[config.mk]
export PLATFORM = sky130hd
export DESIGN_NAME = ob_clamp_top
export DESIGN_NICKNAME = d
export VERILOG_FILES = /design/src/rtl/blk_clamp_pkg.sv /design/src/rtl/sat_sub.sv /design/src/rtl/ob_avg.sv /design/src/rtl/cfa_offset.sv /design/src/rtl/ob_clamp_top.sv
export SDC_FILE = /design/constraint.sdc
export NUM_CORES = 1
export LEC_CHECK = 0
export BUFFER_PORTS_ARGS = -buffer_cell sky130_fd_sc_hd__buf_4
export CAP_MARGIN = 10
export CORE_MARGIN = 4
export CORE_UTILIZATION = 45
export CTS_CLUSTER_SIZE = 28
export DETAILED_ROUTE_END_ITERATION = 7
export HOLD_SLACK_MARGIN = 0.06
export SETUP_SLACK_MARGIN = 0.1
export SYNTH_ARGS = -nofsm -noshare
export SYNTH_HDL_FRONTEND = slang
export SYNTH_SLANG_ARGS = --single-unit
[constraint.sdc]
create_clock -name clk_i -period 10.2 [get_ports clk_i]
set_clock_uncertainty 0.15 [all_clocks]
set_input_delay 2.04 -clock clk_i [delete_from_list [all_inputs] [get_ports clk_i]]
set_output_delay 2.04 -clock clk_i [all_outputs]
set_load 0.03 [all_outputs]
[src/rtl/blk_clamp_pkg.sv]
package blk_clamp_pkg;
  localparam int unsigned MAX_LOG2 = 4;
  localparam int unsigned GAIN_FRAC = 4;
  typedef logic [2:0] log2_t;
  typedef logic [1:0] color_code_t;
endpackage

[src/rtl/sat_sub.sv]
module sat_sub #(
  parameter int unsigned DW = 12
) (
  input  logic [DW-1:0] a_i,
  input  logic [DW-1:0] b_i,
  output logic [DW-1:0] d_o
);
  always_comb begin
    d_o = (a_i > b_i) ? (a_i - b_i) : '0;

    no_wrap_chk: assert (d_o <= a_i);
  end
endmodule

[src/rtl/ob_avg.sv]
module ob_avg
  import blk_clamp_pkg::*;
#(
  parameter int unsigned DW = 12,
  parameter int unsigned XW = 12,
  parameter int unsigned YW = 12,
  parameter int unsigned GW = 8
) (
  input  logic          clk_i,
  input  logic          rst_ni,
  input  logic          valid_i,
  input  logic          sof_i,
  input  logic [XW-1:0] x_i,
  input  logic [YW-1:0] y_i,
  input  logic [DW-1:0] pix_i,
  input  logic [XW-1:0] ob_x_i,
  input  logic [YW-1:0] ob_y_i,
  input  log2_t         pix_log2_i,
  input  log2_t         line_log2_i,
  input  logic [GW-1:0] gain_i,
  output logic [DW-1:0] black_o
);
  localparam int unsigned SW = DW + 2 * MAX_LOG2;
  localparam int unsigned PW = DW + GW;

  logic [SW-1:0] acc_q, acc_base, acc_nxt;
  logic [DW-1:0] pend_q, act_q, black_new;
  logic          pend_f_q;
  logic [YW-1:0] last_y_q;
  logic [XW:0]   x_end;
  logic [YW:0]   y_end;
  logic          in_x, in_y, in_win, done, line_new, commit;
  logic [3:0]    shamt;
  logic [SW-1:0] avg_full;
  logic [PW-1:0] prod, scaled;

  assign x_end  = {1'b0, ob_x_i} + ((XW+1)'(1) << pix_log2_i);
  assign y_end  = {1'b0, ob_y_i} + ((YW+1)'(1) << line_log2_i);
  assign in_x   = (x_i >= ob_x_i) && ({1'b0, x_i} < x_end);
  assign in_y   = (y_i >= ob_y_i) && ({1'b0, y_i} < y_end);
  assign in_win = valid_i && in_x && in_y;
  assign done   = in_win && ({1'b0, x_i} == x_end - 1'b1) && ({1'b0, y_i} == y_end - 1'b1);

  assign acc_base = sof_i ? '0 : acc_q;
  assign acc_nxt  = acc_base + (in_win ? SW'(pix_i) : '0);

  assign shamt    = {1'b0, pix_log2_i} + {1'b0, line_log2_i};
  assign avg_full = acc_nxt >> shamt;
  assign prod     = PW'(avg_full[DW-1:0]) * PW'(gain_i);
  assign scaled   = prod >> GAIN_FRAC;
  assign black_new = (|scaled[PW-1:DW]) ? '1 : scaled[DW-1:0];

  assign line_new = valid_i && (sof_i || (y_i != last_y_q));
  assign commit   = line_new && pend_f_q;
  assign black_o  = commit ? pend_q : act_q;

  always_ff @(posedge clk_i or negedge rst_ni) begin
    if (!rst_ni) begin
      acc_q    <= '0;
      pend_q   <= '0;
      act_q    <= '0;
      pend_f_q <= 1'b0;
      last_y_q <= '0;
    end else if (valid_i) begin
      acc_q    <= acc_nxt;
      last_y_q <= y_i;
      if (commit) begin
        act_q    <= pend_q;
        pend_f_q <= 1'b0;
      end
      if (done) begin
        pend_q   <= black_new;
        pend_f_q <= 1'b1;
      end
    end
  end


  no_mid_line_update_chk: assert property (@(posedge clk_i) disable iff (!rst_ni)
    (valid_i && !sof_i && (y_i == last_y_q)) |=> $stable(act_q));


  sof_clears_sum_chk: assert property (@(posedge clk_i) disable iff (!rst_ni)
    (valid_i && sof_i && !in_win) |=> (acc_q == '0));
endmodule

[src/rtl/cfa_offset.sv]
module cfa_offset
  import blk_clamp_pkg::*;
#(
  parameter int unsigned DW = 12
) (
  input  logic                  x_lsb_i,
  input  logic                  y_lsb_i,
  input  logic [DW-1:0]         din_i,
  input  logic [3:0][DW-1:0]    off_i,
  input  logic [3:0][1:0]       map_i,
  output logic [DW-1:0]         dout_o
);
  color_code_t   code;
  logic [DW-1:0] off_sel;

  assign code    = map_i[{y_lsb_i, x_lsb_i}];
  assign off_sel = off_i[code];

  sat_sub #(.DW(DW)) i_sub (
    .a_i (din_i),
    .b_i (off_sel),
    .d_o (dout_o)
  );
endmodule

[src/rtl/ob_clamp_top.sv]
module ob_clamp_top
  import blk_clamp_pkg::*;
#(
  parameter int unsigned DW = 12,
  parameter int unsigned XW = 12,
  parameter int unsigned YW = 12,
  parameter int unsigned GW = 8
) (
  input  logic                  clk_i,
  input  logic                  rst_ni,
  input  logic                  valid_i,
  input  logic                  sof_i,
  input  logic [XW-1:0]         x_i,
  input  logic [YW-1:0]         y_i,
  input  logic [DW-1:0]         pix_i,
  input  logic                  avg_en_i,
  input  logic [XW-1:0]         ob_x_i,
  input  logic [YW-1:0]         ob_y_i,
  input  logic [2:0]            ob_pix_log2_i,
  input  logic [2:0]            ob_line_log2_i,
  input  logic [GW-1:0]         ob_gain_i,
  input  logic [DW-1:0]         dc_level_i,
  input  logic [3:0][DW-1:0]    color_off_i,
  input  logic [3:0][1:0]       color_map_i,
  output logic                  valid_o,
  output logic [DW-1:0]         pix_o
);
  logic [DW-1:0] black_meas, black_sel, clamped, corrected;

  ob_avg #(.DW(DW), .XW(XW), .YW(YW), .GW(GW)) i_ob_avg (
    .clk_i       (clk_i),
    .rst_ni      (rst_ni),
    .valid_i     (valid_i),
    .sof_i       (sof_i),
    .x_i         (x_i),
    .y_i         (y_i),
    .pix_i       (pix_i),
    .ob_x_i      (ob_x_i),
    .ob_y_i      (ob_y_i),
    .pix_log2_i  (ob_pix_log2_i),
    .line_log2_i (ob_line_log2_i),
    .gain_i      (ob_gain_i),
    .black_o     (black_meas)
  );

  assign black_sel = avg_en_i ? black_meas : dc_level_i;

  sat_sub #(.DW(DW)) i_clamp (
    .a_i (pix_i),
    .b_i (black_sel),
    .d_o (clamped)
  );

  cfa_offset #(.DW(DW)) i_cfa (
    .x_lsb_i (x_i[0]),
    .y_lsb_i (y_i[0]),
    .din_i   (clamped),
    .off_i   (color_off_i),
    .map_i   (color_map_i),
    .dout_o  (corrected)
  );

  always_ff @(posedge clk_i or negedge rst_ni) begin
    if (!rst_ni) begin
      valid_o <= 1'b0;
      pix_o   <= '0;
    end else begin
      valid_o <= valid_i;
      if (valid_i) pix_o <= corrected;
    end
  end


  out_follows_in_chk: assert property (@(posedge clk_i) disable iff (!rst_ni)
    valid_i |=> valid_o);

  no_spurious_out_chk: assert property (@(posedge clk_i) disable iff (!rst_ni)
    !valid_i |=> !valid_o);

  no_gain_chk: assert property (@(posedge clk_i) disable iff (!rst_ni)
    valid_i |=> (pix_o <= $past(pix_i)));

  zero_stays_zero_chk: assert property (@(posedge clk_i) disable iff (!rst_ni)
    (valid_i && pix_i == '0) |=> (pix_o == '0));

  dc_floor_chk: assert property (@(posedge clk_i) disable iff (!rst_ni)
    (valid_i && !avg_en_i && pix_i <= dc_level_i) |=> (pix_o == '0));
endmodule

After elaboration in Yosys (flattened, before gate mapping)
Index checks and enable logic that the tools add are counted.
Word-level totals
  flip-flop bits (word level): 70
  output and inout bits: 13
Operators by class
  add/sub/neg operators: 8
  multipliers: 1
  order comparisons: 8
  equality and inequality tests: 3
  shifts and indexed selects: 3
  muxes and demuxes: 13
  reductions and logical operators: 13
Operator list (count)
  12-bit 2-to-1 mux: 7
  12-bit by 13-bit adder with 13-bit output: 2
  12-bit by 13-bit == test with 1-bit output: 2
  12-bit by 13-bit < comparator with 1-bit output: 2
  1-bit by 3-bit << shifter with 13-bit output, first input constant: 2
  13-bit by 1-bit subtractor with 13-bit output, second input constant: 2
  12-bit binary-select mux with 2-bit select: 1
  12-bit greater-or-equal comparator: 2
  12-bit greater-than comparator: 2
  12-bit subtractor: 2
  20-bit adder: 1
  12-bit by 8-bit multiplier with 20-bit output: 1
  20-bit 2-to-1 mux: 1
  20-bit by 4-bit right shift with 12-bit output: 1
  12-bit != test: 1
  1-bit logical AND: 8
  2-bit by 3-bit < comparator with 1-bit output, second input constant: 2
  3-bit by 3-bit adder with 4-bit output: 1
  2-bit binary-select mux with 2-bit select: 1
  2-bit AND reduction: 2
  4-bit OR reduction: 1
  1-bit 2-to-1 mux: 2
  2-bit 2-to-1 mux: 1
  2-bit nonzero test: 1
  1-bit logical OR: 1

Logic depth before layout (Yosys ltp)
Gate-level depths: netlist of run 1.
  depth after elaboration: 12
  depth in mapped cells: 54
  depth with buffers taken out: 51

By module
A second synthesis of run 1 with hierarchy kept.
Second synthesis, totals
  cells, all modules: 1567
  area, all modules: 13334.0 sq um
By module, submodules not included
  ob_avg: times used 1, cells each 1272, area each 10655.2 sq um, seq. area each 1426.4 sq um
  sat_sub: times used 2, cells each 107, area each 759.5 sq um, seq. area each 0.0 sq um
  ob_clamp_top: times used 1, cells each 39, area each 693.2 sq um, seq. area each 325.3 sq um
  cfa_offset: times used 1, cells each 42, area each 466.7 sq um, seq. area each 0.0 sq um

Worst setup path before layout of run 1
No wires, ideal clock.
  path kind: input to register
  from: input ob_line_log2_i[1]
  to: register i_ob_avg.pend_q[6]
  library setup time: 0.123 ns
  arrival time: 12.924 ns
  data required time: 9.927 ns
  path slack: -2.997 ns
  cell stages on the path: 47
  buffers on the path: 4
  cell sequence: nor3b_1 > ha_1 > a211oi_1 > o31ai_4 > mux2i_1 > or2_1 > inv_1 > ha_1 > and3_1 > a2111o_1 > o221ai_1 > o2111ai_1 > nor3_1 > clkbuf_1 > and2_1 > ha_1 > buf_2 > and2_1 > (+11 left out) > fa_1 > inv_1 > fa_1 > inv_1 > ha_1 > clkbuf_1 > nor2_1 > nor2_1 > o211ai_1 > a31oi_1 > nand3_1 > a21oi_1 > o221ai_1 > or4b_1 > or4_4 > a22oi_2 > buf_6 > a21oi_2
Between the ends
  cells in the longest elaborated chain, start to end: 11
RTL lines
  start, declared: RTL line ob_clamp_top.sv:20  | input logic [2:0] ob_line_log2_i,
  1-bit by 3-bit << shifter with 13-bit output: RTL line ob_avg.sv:38  | assign y_end = {1'b0, ob_y_i} + ((YW+1)'(1) << line_log2_i);
  12-bit by 13-bit adder with 13-bit output: RTL line ob_avg.sv:38
  12-bit by 13-bit < comparator with 1-bit output: RTL line ob_avg.sv:40  | assign in_y = (y_i >= ob_y_i) && ({1'b0, y_i} < y_end);
  1-bit logical AND: RTL line ob_avg.sv:40
  1-bit logical AND: RTL line ob_avg.sv:41  | assign in_win = valid_i && in_x && in_y;
  12-bit 2-to-1 mux: RTL line ob_avg.sv:45  | assign acc_nxt = acc_base + (in_win ? SW'(pix_i) : '0);
  20-bit adder: RTL line ob_avg.sv:45
  20-bit by 4-bit right shift with 12-bit output: RTL line ob_avg.sv:48  | assign avg_full = acc_nxt >> shamt;
  12-bit by 8-bit multiplier with 20-bit output: RTL line ob_avg.sv:49  | assign prod = PW'(avg_full[DW-1:0]) * PW'(gain_i);
  4-bit OR reduction: RTL line ob_avg.sv:51  | assign black_new = (|scaled[PW-1:DW]) ? '1 : scaled[DW-1:0];
  12-bit 2-to-1 mux: RTL line ob_avg.sv:51
  end signal, assigned: RTL line ob_avg.sv:72  | pend_q <= black_new;
  end, declared: RTL line ob_avg.sv:27  | logic [DW-1:0] pend_q, act_q, black_new;
Parallel ways exist; a longest one is shown, timed or not.
A chain may end at the register's enable or synchronous reset.

Worst setup path after layout of run 1
  from: input ob_line_log2_i[0]
  to: register i_ob_avg.pend_q[3]
Same word-level chain as after synthesis.

==> results of run 1 <==
## power groups by stage
stage,clock [µW],sequential (µW),combinational [µW]
2_1_floorplan,0,354,1460
3_3_place_gp,0,327,2310
3_5_place_dp,0,329,2350
4_1_cts,328,324,2440
5_1_grt,339,328,2830
6_report,321,324,2560
## repair_timing
item,4_1_cts,5_1_grt
gates resized for setup,77,99
pin swaps,19,62
gates cloned,1,1
endpoints found under the setup margin,12,12
hold endpoints to repair,0,0
setup buffers,21,14
## per-layer routing
| metal | global-route usage (%) | up-vias |
|---|---|---|
| li1 | - | 6328 |
| met1 | 36.9 | 6255 |
| met2 | 44.2 | 403 |
| met3 | 3.08 | 52 |
| met4 | 5.98 | 0 |
| met5 | 0 | - |
## stage by stage
stage,hold slack (ns),std cells,setup TNS [ns],worst slack (ns),util [%]
finish,0.329,2365,-33.96,-2.85,65.4
global route,0.363,2365,-37.19,-3.12,65.4
CTS,0.332,2350,-31.87,-2.67,63.3
detailed placement,0.317,2312,-42.50,-3.56,60.3
global placement,0.308,2312,-41.32,-3.46,60.3
floorplan,0.300,1497,-28.55,-2.40,-
## sequential cells by signal, summed over array words and instances (netlist names)
register	count
i_ob_avg.acc_q	20
i_ob_avg.act_q	12
i_ob_avg.last_y_q	12
i_ob_avg.pend_q	12
pix_o	12
i_ob_avg.pend_f_q	1
valid_o	1
## critical path, delay by kind of cell
family,cells,cell delay (ns)
buf+inv,10,1.36
compound gates,15,3.46
simple gates,11,2.85
fa+ha+maj,8,2.93
mux,3,0.44
## path summary, 6_finish.rpt
check | startpoint | slack (ns) | cells past startpoint | end
min in group asynchronous | rst_ni | 1.67 | 1 | pix_o[9]
hold reg to reg | i_ob_avg.pend_f_q | 0.33 | 1 | i_ob_avg.pend_f_q
setup / recovery | ob_line_log2_i[0] | -2.85 | 47 | i_ob_avg.pend_q[3]
hold / removal | i_ob_avg.pend_f_q | 0.33 | 1 | i_ob_avg.pend_f_q
setup reg to reg | i_ob_avg.acc_q[8] | 1.66 | 33 | i_ob_avg.pend_q[3]
max in group asynchronous | rst_ni | 7.62 | 1 | i_ob_avg.pend_q[8]
## logic make-up (layout without fill, tap and decap cells)
group | count (synthesis) | in the layout | synth area share, %
AOI/OAI and AO/OA | 337 | 337 | 19.0
xor gates and xnor gates | 82 | 82 | 6.13
adders and majority gates | 206 | 206 | 24.4
buffers and inverters | 224 | 714 | 6.76
DFF | 70 | 70 | 13.9
muxes | 90 | 90 | 9.22
and+or+nand+nor | 488 | 488 | 20.6
## layout make-up
class                           count  share of cell area, %
Tap cell                          378                   2.61
Multi-Input combinational cell   1203                   60.4
Inverter                          181                   3.75
Clock buffer                        9                   1.24
Timing Repair Buffer              517                   22.0
Clock inverter                      7                  0.407
Sequential cell                    70                   9.66
## cells in the mapped netlist, types with 5 or more instances
cell type | instances | area share (%)
a211o_1 | 7 | 0.49
a211oi_1 | 14 | 0.83
a21boi_0 | 12 | 0.71
a21o_1 | 27 | 1.6
a21oi_1 | 65 | 2.6
a21oi_2 | 10 | 0.69
a221o_1 | 5 | 0.40
a221oi_1 | 5 | 0.35
a31oi_1 | 7 | 0.35
and2_1 | 69 | 3.4
and3_1 | 16 | 0.79
and4_1 | 5 | 0.35
clkbuf_1 | 35 | 1.0
dfrtp_1 | 70 | 14
fa_1 | 66 | 10
ha_1 | 140 | 14
inv_1 | 180 | 5.4
mux2_2 | 44 | 3.9
mux2i_1 | 28 | 2.2
mux4_2 | 16 | 2.9
nand2_1 | 110 | 3.3
nand2b_1 | 17 | 0.84
nand3_1 | 27 | 1.1
nand4_1 | 25 | 1.2
nor2_1 | 79 | 2.4
nor2b_1 | 45 | 2.2
nor3_1 | 33 | 1.3
nor3b_1 | 12 | 0.71
nor4_1 | 13 | 0.64
o2111ai_1 | 13 | 0.90
o211a_1 | 5 | 0.40
o211ai_1 | 17 | 1.0
o21a_1 | 17 | 1.0
o21ai_0 | 56 | 2.2
o221ai_1 | 7 | 0.49
o22ai_1 | 11 | 0.55
o31ai_1 | 5 | 0.30
o32ai_1 | 7 | 0.49
or2_2 | 5 | 0.25
or3_1 | 8 | 0.40
or4_1 | 5 | 0.30
xnor2_1 | 55 | 3.8
xor2_1 | 23 | 1.6
==> results.json, run 1 <==
{
  "grt_usage_pct": 26.4,
  "vdd_drop_max_v": 0.000252,
  "cts_made_buffers": 9,
  "grt_antenna_before_repair": 0,
  "num_rows": 61,
  "routed_via_density": 5.51,
  "dp_hpwl_um": 34100,
  "antenna_left": 0,
  "slowest_delay_ns": 0.57,
  "clock.fmax_ghz": 0.0766,
  "route.met3.wl_um": 2310,
  "cts-htree-levels": 3,
  "rsz0062_at_grt": "true",
  "cts_sinks": 70,
  "crit_slowest_cell": "fa_1",
  "place_area_um2": 16700,
  "cts_root_buffer": "clkbuf_16",
  "port_buffers": 159,
  "clk_pin_slew_ns": 0.07,
  "grt_max_degree": 71,
  "ys_ff_latch": 70,
  "pwr_density_cell_nw_per_um2": 177,
  "p_comb_share_pct": 79.9,
  "drt-total-wl_um": 41500,
  "die_area_um2": 30800,
  "clock_latency_ns": 0.35,
  "maxCapViolations": 0,
  "endpoint_kind": "flip-flop",
  "violations": "setup timing",
  "regArea_um2": 1750,
  "start_util_pct": 45.5,
  "ys.flop_type": "dfrtp_1",
  "p_sw_uw": 1490,
  "layout_common_cells": "buf_4, inv_1, ha_1, nand2_1, nor2_1",
  "wirelength_met1_um": 18900,
  "min_period_over_period_pct": 128,
  "wl_per_cell_um": 17.5,
  "grt_pass1_vias": 13100,
  "fill_cells": 2394,
  "first_iter_violations": 944,
  "die_y_um": 175,
  "highest_layer": "met4",
  "syn_area_um2": 12600,
  "synth_cells": 1497,
  "slew_violations": 0,
  "hold_viol": 0,
  "ioPinCount": 160,
  "synthArstFlopShare_pct": 100,
  "wl_met2_um": 19500,
  "hold_path.class": "flip-flop to flip-flop",
  "finalCriticalPeriod_ns": 13.05,
  "tightest_slew_ns": 0.958,
  "antenna_cells": 0,
  "path_max_fanout": 6,
  "intPower_uw": 1720,
  "required_ns": 10.28,
  "layout-drive-gt1-share_pct": 39.2,
  "fin_ws_ns": -2.85,
  "areaGrowthSynthToFinish_pct": 43.7,
  "overflow": 0,
  "synth_edf_count": 0,
  "timing.slew.headroom_pct": 36.0,
  "cp_common_cell": "ha_4",
  "gp_congestion": 0.937,
  "vias": 13000,
  "syn_nets": 1850,
  "coreArea_um2": 27700,
  "clockPowerShare_pct": 10.0,
  "clockBufferDepth": 2,
  "swShare_pct": 46.4,
  "fin_total_pwr_uw": 3200,
  "holdBufCountCts": 0,
  "firstDrtPassIters": 7,
  "multiInputGateArea_um2": 10900,
  "ys_seq_area_share_pct": 13.9,
  "pwr-share-seq_pct": 10.1,
  "layout.nets": 2335,
  "yosysUniqueCellTypes": 92,
  "finalSetupViolations": 12,
  "power_leakage_uw": 0.00890,
  "die_w_um": 175,
  "cts_tree": "built",
  "crit_path_start_kind": "input port",
  "arrival_ns": 13.13,
  "critical_path_class": "input port to flip-flop",
  "layout_commonest_cell": "buf_4",
  "yosysWarnings": 0,
  "final_cell_area_um2": 18100,
  "drc": 0,
  "status": "complete, but fails checks",
  "grt_pass1_wl_um": 66400,
  "syn_area_per_cell_um2": 8.42
}
(Power assumes the default switching activity.)
==> inputs of run 2 (changes only) <==
--- a/config.mk
+++ b/config.mk
@@ -5,6 +5,7 @@
 export SDC_FILE = /design/constraint.sdc
 export NUM_CORES = 1
 export LEC_CHECK = 0
+export ABC_AREA = 1
 export BUFFER_PORTS_ARGS = -buffer_cell sky130_fd_sc_hd__buf_4
 export CAP_MARGIN = 10
 export CORE_MARGIN = 4
==> results.json, run 2 <==
{
  "status": "complete, but fails checks",
  "violations": "setup timing",
  "slew_violations": 0,
  "routed_via_density": 4.98,
  "antenna_left": 0,
  "num_rows": 60,
  "tightest_slew_ns": 0.935,
  "grt_usage_pct": 25.3,
  "die_w_um": 174,
  "grt_pass1_wl_um": 63800,
  "grt_max_degree": 71,
  "largest_reg_flops": 20,
  "antenna_cells": 0,
  "critical_path_class": "input port to flip-flop",
  "ys_ff_latch": 70,
  "pwr_density_cell_nw_per_um2": 198,
  "coreArea_um2": 27100,
  "hold_path.class": "flip-flop to flip-flop",
  "netlist_top_cells_count": "nand2_1, inv_1, nor2_1, ha_1, nand3_1",
  "drt-total-wl_um": 39600,
  "post_layout_nonfiller_instances": 2666,
  "rsz0062_at_grt": "true",
  "grt_antenna_before_repair": 0,
  "endpoint_kind": "flip-flop",
  "cp_common_cell": "inv_2",
  "min_period_over_period_pct": 108,
  "fin_ws_ns": -0.862,
  "crit_slowest_cell": "fa_2",
  "synth_top_area_share_pct": 14.1,
  "cts_root_buffer": "clkbuf_16",
  "first_iter_violations": 725,
  "holdBufCountCts": 0,
  "layout_commonest_cell": "buf_4",
  "dp_cells": 2608,
  "die_area_um2": 30400,
  "crit_path_start_kind": "input port",
  "clock_latency_ns": 0.33,
  "layout.nets": 2642,
  "areaGrowthSynthToFinish_pct": 40.6,
  "port_buffers": 159,
  "power_leakage_uw": 0.00925,
  "finish.utilization_pct": 64.5,
  "cts_sinks": 70,
  "firstDrtPassIters": 5,
  "yosysUniqueCellTypes": 63,
  "clk_pin_slew_ns": 0.06,
  "finalSetupViolations": 12,
  "path_max_fanout": 6,
  "clockBufferDepth": 2,
  "clock.fmax_ghz": 0.0904,
  "syn_area_per_cell_um2": 6.71,
  "synth_top_area_cell": "dfrtp_1",
  "dp_hpwl_um": 32500,
  "gp_congestion": 0.971,
  "max_flop_register": "i_ob_avg.acc_q",
  "layout-drive-gt1-share_pct": 32.7,
  "cts-htree-levels": 3,
  "grt_pass1_vias": 13100,
  "syn_area_um2": 12400,
  "yosysMostFrequentCell": "nand2_1",
  "syn_nets": 2206,
  "netlist_top_cells_area": "dfrtp_1, ha_1, nand2_1",
  "vias": 13300,
  "yosysWarnings": 0,
  "synth_cells": 1853,
  "final_cell_area_um2": 17500,
  "required_ns": 10.27,
  "vdd_drop_max_v": 0.000283,
  "layout_common_cells": "buf_4, nand2_1, inv_1, nor2_1, ha_1",
  "maxCapViolations": 0,
  "start_util_pct": 45.9,
  "ioPinCount": 160,
  "post-place-ws_ns": -1.74,
  "drc": 0,
  "synth_edf_count": 0,
  "slowest_delay_ns": 0.58,
  "arrival_ns": 11.14,
  "finalCriticalPeriod_ns": 11.06,
  "overflow": 0,
  "ys.flop_type": "dfrtp_1",
  "cts_tree": "built",
  "place_area_um2": 16000,
  "ys_seq_area_share_pct": 14.1,
  "hold_viol": 0,
  "die_y_um": 174,
  "wl_per_cell_um": 14.8,
  "timing.slew.headroom_pct": 37.4,
  "cts_made_buffers": 9,
  "synthArstFlopShare_pct": 100
}
-- run 2: path summary, 6_finish.rpt --
kind | start | end | slack [ns] | cells after the start
setup / recovery | ob_pix_log2_i[2] | i_ob_avg.pend_q[4] | -0.86 | 55
hold / removal | pix_o[3] | pix_o[3] | 0.34 | 2
setup reg to reg | i_ob_avg.last_y_q[10] | pix_o[11] | 3.12 | 49
hold reg to reg | pix_o[3] | pix_o[3] | 0.34 | 2
max in group asynchronous | rst_ni | i_ob_avg.last_y_q[2] | 7.63 | 1
min in group asynchronous | rst_ni | i_ob_avg.act_q[7] | 1.67 | 1
-- run 2: cells by family (layout without fill, tap and decap cells) --
kind of cell	count (synthesis)	count (layout)	synth area share, %
flip-flops	70	70	14.1
multiplexers	23	23	1.97
AO/OA/AOI/OAI	254	254	12.0
XOR/XNOR	63	63	5.10
buffers and inverters	352	791	11.2
AND/OR/NAND/NOR	885	887	30.9
adder cells (fa/ha/maj)	206	206	24.7
-- run 2: worst max-delay path, delay by kind of cell --
kind | cells | cell delay (ns)
buffers and inverters | 9 | 0.80
AO/OA/AOI/OAI | 15 | 2.03
adder cells (fa/ha/maj) | 9 | 3.28
AND/OR/NAND/NOR | 19 | 2.17
XOR/XNOR | 3 | 0.79
-- run 2: power by group --
part	leakage, µW	internal [µW]	switching, µW
Combinational	0.00817	1320	1520
Sequential	0.000946	300	12.1
Clock	0.000136	191	127
Total	0.00925	1810	1650
-- run 2: layout make-up --
class                           count  area [µm²]
Clock inverter                      6        70.1
Tap cell                          372         465
Inverter                          318        1210
Multi-Input combinational cell   1433       10300
Clock buffer                       10         229
Sequential cell                    70        1750
Fill cell                        2402        9620
Timing Repair Buffer              457        3500
-- run 2: routing by layer --
metal	GRT usage, %	share of wire [%]	vias up
li1	-	-	6802
met2	41.4	45	372
met3	4.35	6.3	31
met4	3.79	1.1	0
met5	0	0	-
met1	36.0	47	6060
-- run 2: metrics by stage --
stage,hold slack [ns],setup TNS (ns),total power [µW]
detailed placement,0.324,-20.62,2810
floorplan,0.299,-4.72,1830
global route,0.362,-15.85,3800
CTS,0.339,-10.08,3280
finish,0.337,-10.12,3470
global placement,0.319,-19.43,2790
-- run 2: what timing repair did --
| action | 4_1_cts | 5_1_grt |
|---|---|---|
| cloned | 2 | 0 |
| pin swaps | 67 | 71 |
| endpoints found under the setup margin | 12 | 12 |
| setup buffers | 20 | 20 |
| gates resized for setup | 68 | 115 |
==> inputs of run 3 (changes only) <==
==> constraint.sdc (replaced) <==
create_clock -name clk_i -period 10.95 [get_ports clk_i]
set_clock_uncertainty 0.15 [all_clocks]
set_input_delay 2.19 -clock clk_i [delete_from_list [all_inputs] [get_ports clk_i]]
set_output_delay 2.19 -clock clk_i [all_outputs]
set_load 0.03 [all_outputs]
==> results.json, run 3 (same netlist as run 2, synthesis figures left out) <==
{
  "crit_slowest_cell": "fa_2",
  "cts_tree": "built",
  "holdBufCountCts": 0,
  "critical_path_class": "input port to flip-flop",
  "tightest_slew_ns": 1.17,
  "grt_max_degree": 71,
  "vdd_drop_max_v": 0.000240,
  "clockPowerShare_pct": 9.4,
  "largest_reg_flops": 20,
  "r2r_slack_ns": 3.85,
  "fill_cells": 2452,
  "endpoint_kind": "flip-flop",
  "maxCapViolations": 0,
  "cp_common_cell": "nand2_2",
  "die_area_um2": 30400,
  "antenna_left": 0,
  "grt_usage_pct": 25.8,
  "finish.utilization_pct": 64.0,
  "status": "complete, but fails checks",
  "die_y_um": 174,
  "slew_violations": 0,
  "drt-total-wl_um": 39800,
  "cts_made_buffers": 9,
  "clk_pin_slew_ns": 0.06,
  "timing.slew.headroom_pct": 21.6,
  "drc": 0,
  "reg2reg_depth": 49,
  "place_area_um2": 15700,
  "crit_path_start": "ob_pix_log2_i[0]",
  "grt_pass1_wl_um": 65300,
  "power_leakage_uw": 0.00911,
  "max_flop_register": "i_ob_avg.acc_q",
  "regArea_um2": 1750,
  "intPower_uw": 1630,
  "layout_commonest_cell": "buf_4",
  "antenna_cells": 0,
  "start_util_pct": 45.9,
  "clock_latency_ns": 0.34,
  "hold_viol": 0,
  "routed_via_density": 5.06,
  "fin_ws_ns": -0.176,
  "final_cell_area_um2": 17300,
  "areaGrowthSynthToFinish_pct": 39.4,
  "first_iter_violations": 824,
  "multiInputGateArea_um2": 10400,
  "swShare_pct": 48.5,
  "violations": "setup timing",
  "coreArea_um2": 27100,
  "num_rows": 60,
  "layout_common_cells": "buf_4, nand2_1, inv_1, nor2_1, ha_1",
  "worstHoldEndpoint": "pix_o[9]",
  "vias": 13300,
  "p_sw_uw": 1540,
  "slowest_delay_ns": 0.57,
  "path_max_fanout": 6,
  "hold_start": "pix_o[9]",
  "pwr_density_cell_nw_per_um2": 183,
  "post-place-ws_ns": -1.02,
  "rsz0062_at_grt": "true",
  "finalSetupViolations": 12,
  "grt_antenna_before_repair": 0,
  "dp_hpwl_um": 32500,
  "layout.nets": 2602,
  "clockBufferDepth": 2,
  "gp_congestion": 0.989,
  "overflow": 0,
  "die_w_um": 174,
  "layout-drive-gt1-share_pct": 33.4,
  "arrival_ns": 11.20,
  "firstDrtPassIters": 5,
  "crit_path_start_kind": "input port",
  "fin_setup_tns_ns": -1.54,
  "hold_path.class": "flip-flop to flip-flop",
  "grt_pass1_vias": 13100,
  "clock.fmax_ghz": 0.0899,
  "cts_root_buffer": "clkbuf_16",
  "pwr-share-seq_pct": 9.2,
  "ioPinCount": 160,
  "r2r-end": "pix_o[11]",
  "wl_per_cell_um": 15.2,
  "p_comb_share_pct": 81.5,
  "min_period_over_period_pct": 102,
  "worstReg2RegStart": "i_ob_avg.last_y_q[10]",
  "cts_sinks": 70,
  "required_ns": 11.02,
  "port_buffers": 159,
  "hold_path_depth": 2,
  "finalCriticalPeriod_ns": 11.13,
  "cts-htree-levels": 3
}
run 3: power groups by stage:
stage | clock [µW] | sequential [µW] | combinational, µW
CTS | 303 | 290 | 2450
finish | 297 | 290 | 2580
global route | 312 | 292 | 2860
detailed placement | 0 | 294 | 2200
global placement | 0 | 294 | 2200
floorplan | 0 | 321 | 1310
run 3: what timing repair did:
item                                    4_1_cts  5_1_grt
endpoints found under the setup margin       12       12
gates cloned                                  2        0
pin swaps                                   114       90
setup buffers                                30        7
gates resized for setup                     172       88
run 3: worst max-delay path: cells and delay by family:
| family | cells | cell delay [ns] |
|---|---|---|
| AND/OR/NAND/NOR | 26 | 2.62 |
| adder cells (fa/ha/maj) | 9 | 3.18 |
| buffers and inverters | 9 | 0.77 |
| AO/OA/AOI/OAI | 16 | 1.88 |
| XOR/XNOR | 3 | 0.54 |
run 3: how the worst max path moves through the flow:
stage                                      to  slack (ns)  cells after the start
final                      i_ob_avg.pend_q[4]       -0.18                     63
after global routing       i_ob_avg.pend_q[4]       -0.70                     63
after CTS                  i_ob_avg.pend_q[4]       -0.05                     64
after detailed placement  i_ob_avg.pend_q[10]       -1.02                     57
after global placement    i_ob_avg.pend_q[11]       -0.87                     55
after floorplan            i_ob_avg.pend_q[3]        0.10                     62
run 3: final cells by class:
type | instances | area share, %
Clock buffer | 10 | 1.32
Clock inverter | 6 | 0.411
Inverter | 318 | 6.99
Multi-Input combinational cell | 1432 | 60.0
Sequential cell | 70 | 10.1
Tap cell | 372 | 2.69
Timing Repair Buffer | 418 | 18.5
run 3: through the flow:
step / power (µW) / cells / hold WS, ns
floorplan: 1630 / 1853 / 0.299
global placement: 2500 / 2571 / 0.317
detailed placement: 2500 / 2571 / 0.325
CTS: 3040 / 2619 / 0.338
global route: 3460 / 2626 / 0.353
finish: 3160 / 2626 / 0.335
run 3: layer usage:
metal  GRT usage [%]  wire length (µm)  part of all wire (%)
met3            3.18              2430                   6.1
met4            5.51               671                   1.7
met5               0                 0                     0
met2            40.0             17300                    43
met1            38.6             19400                    49
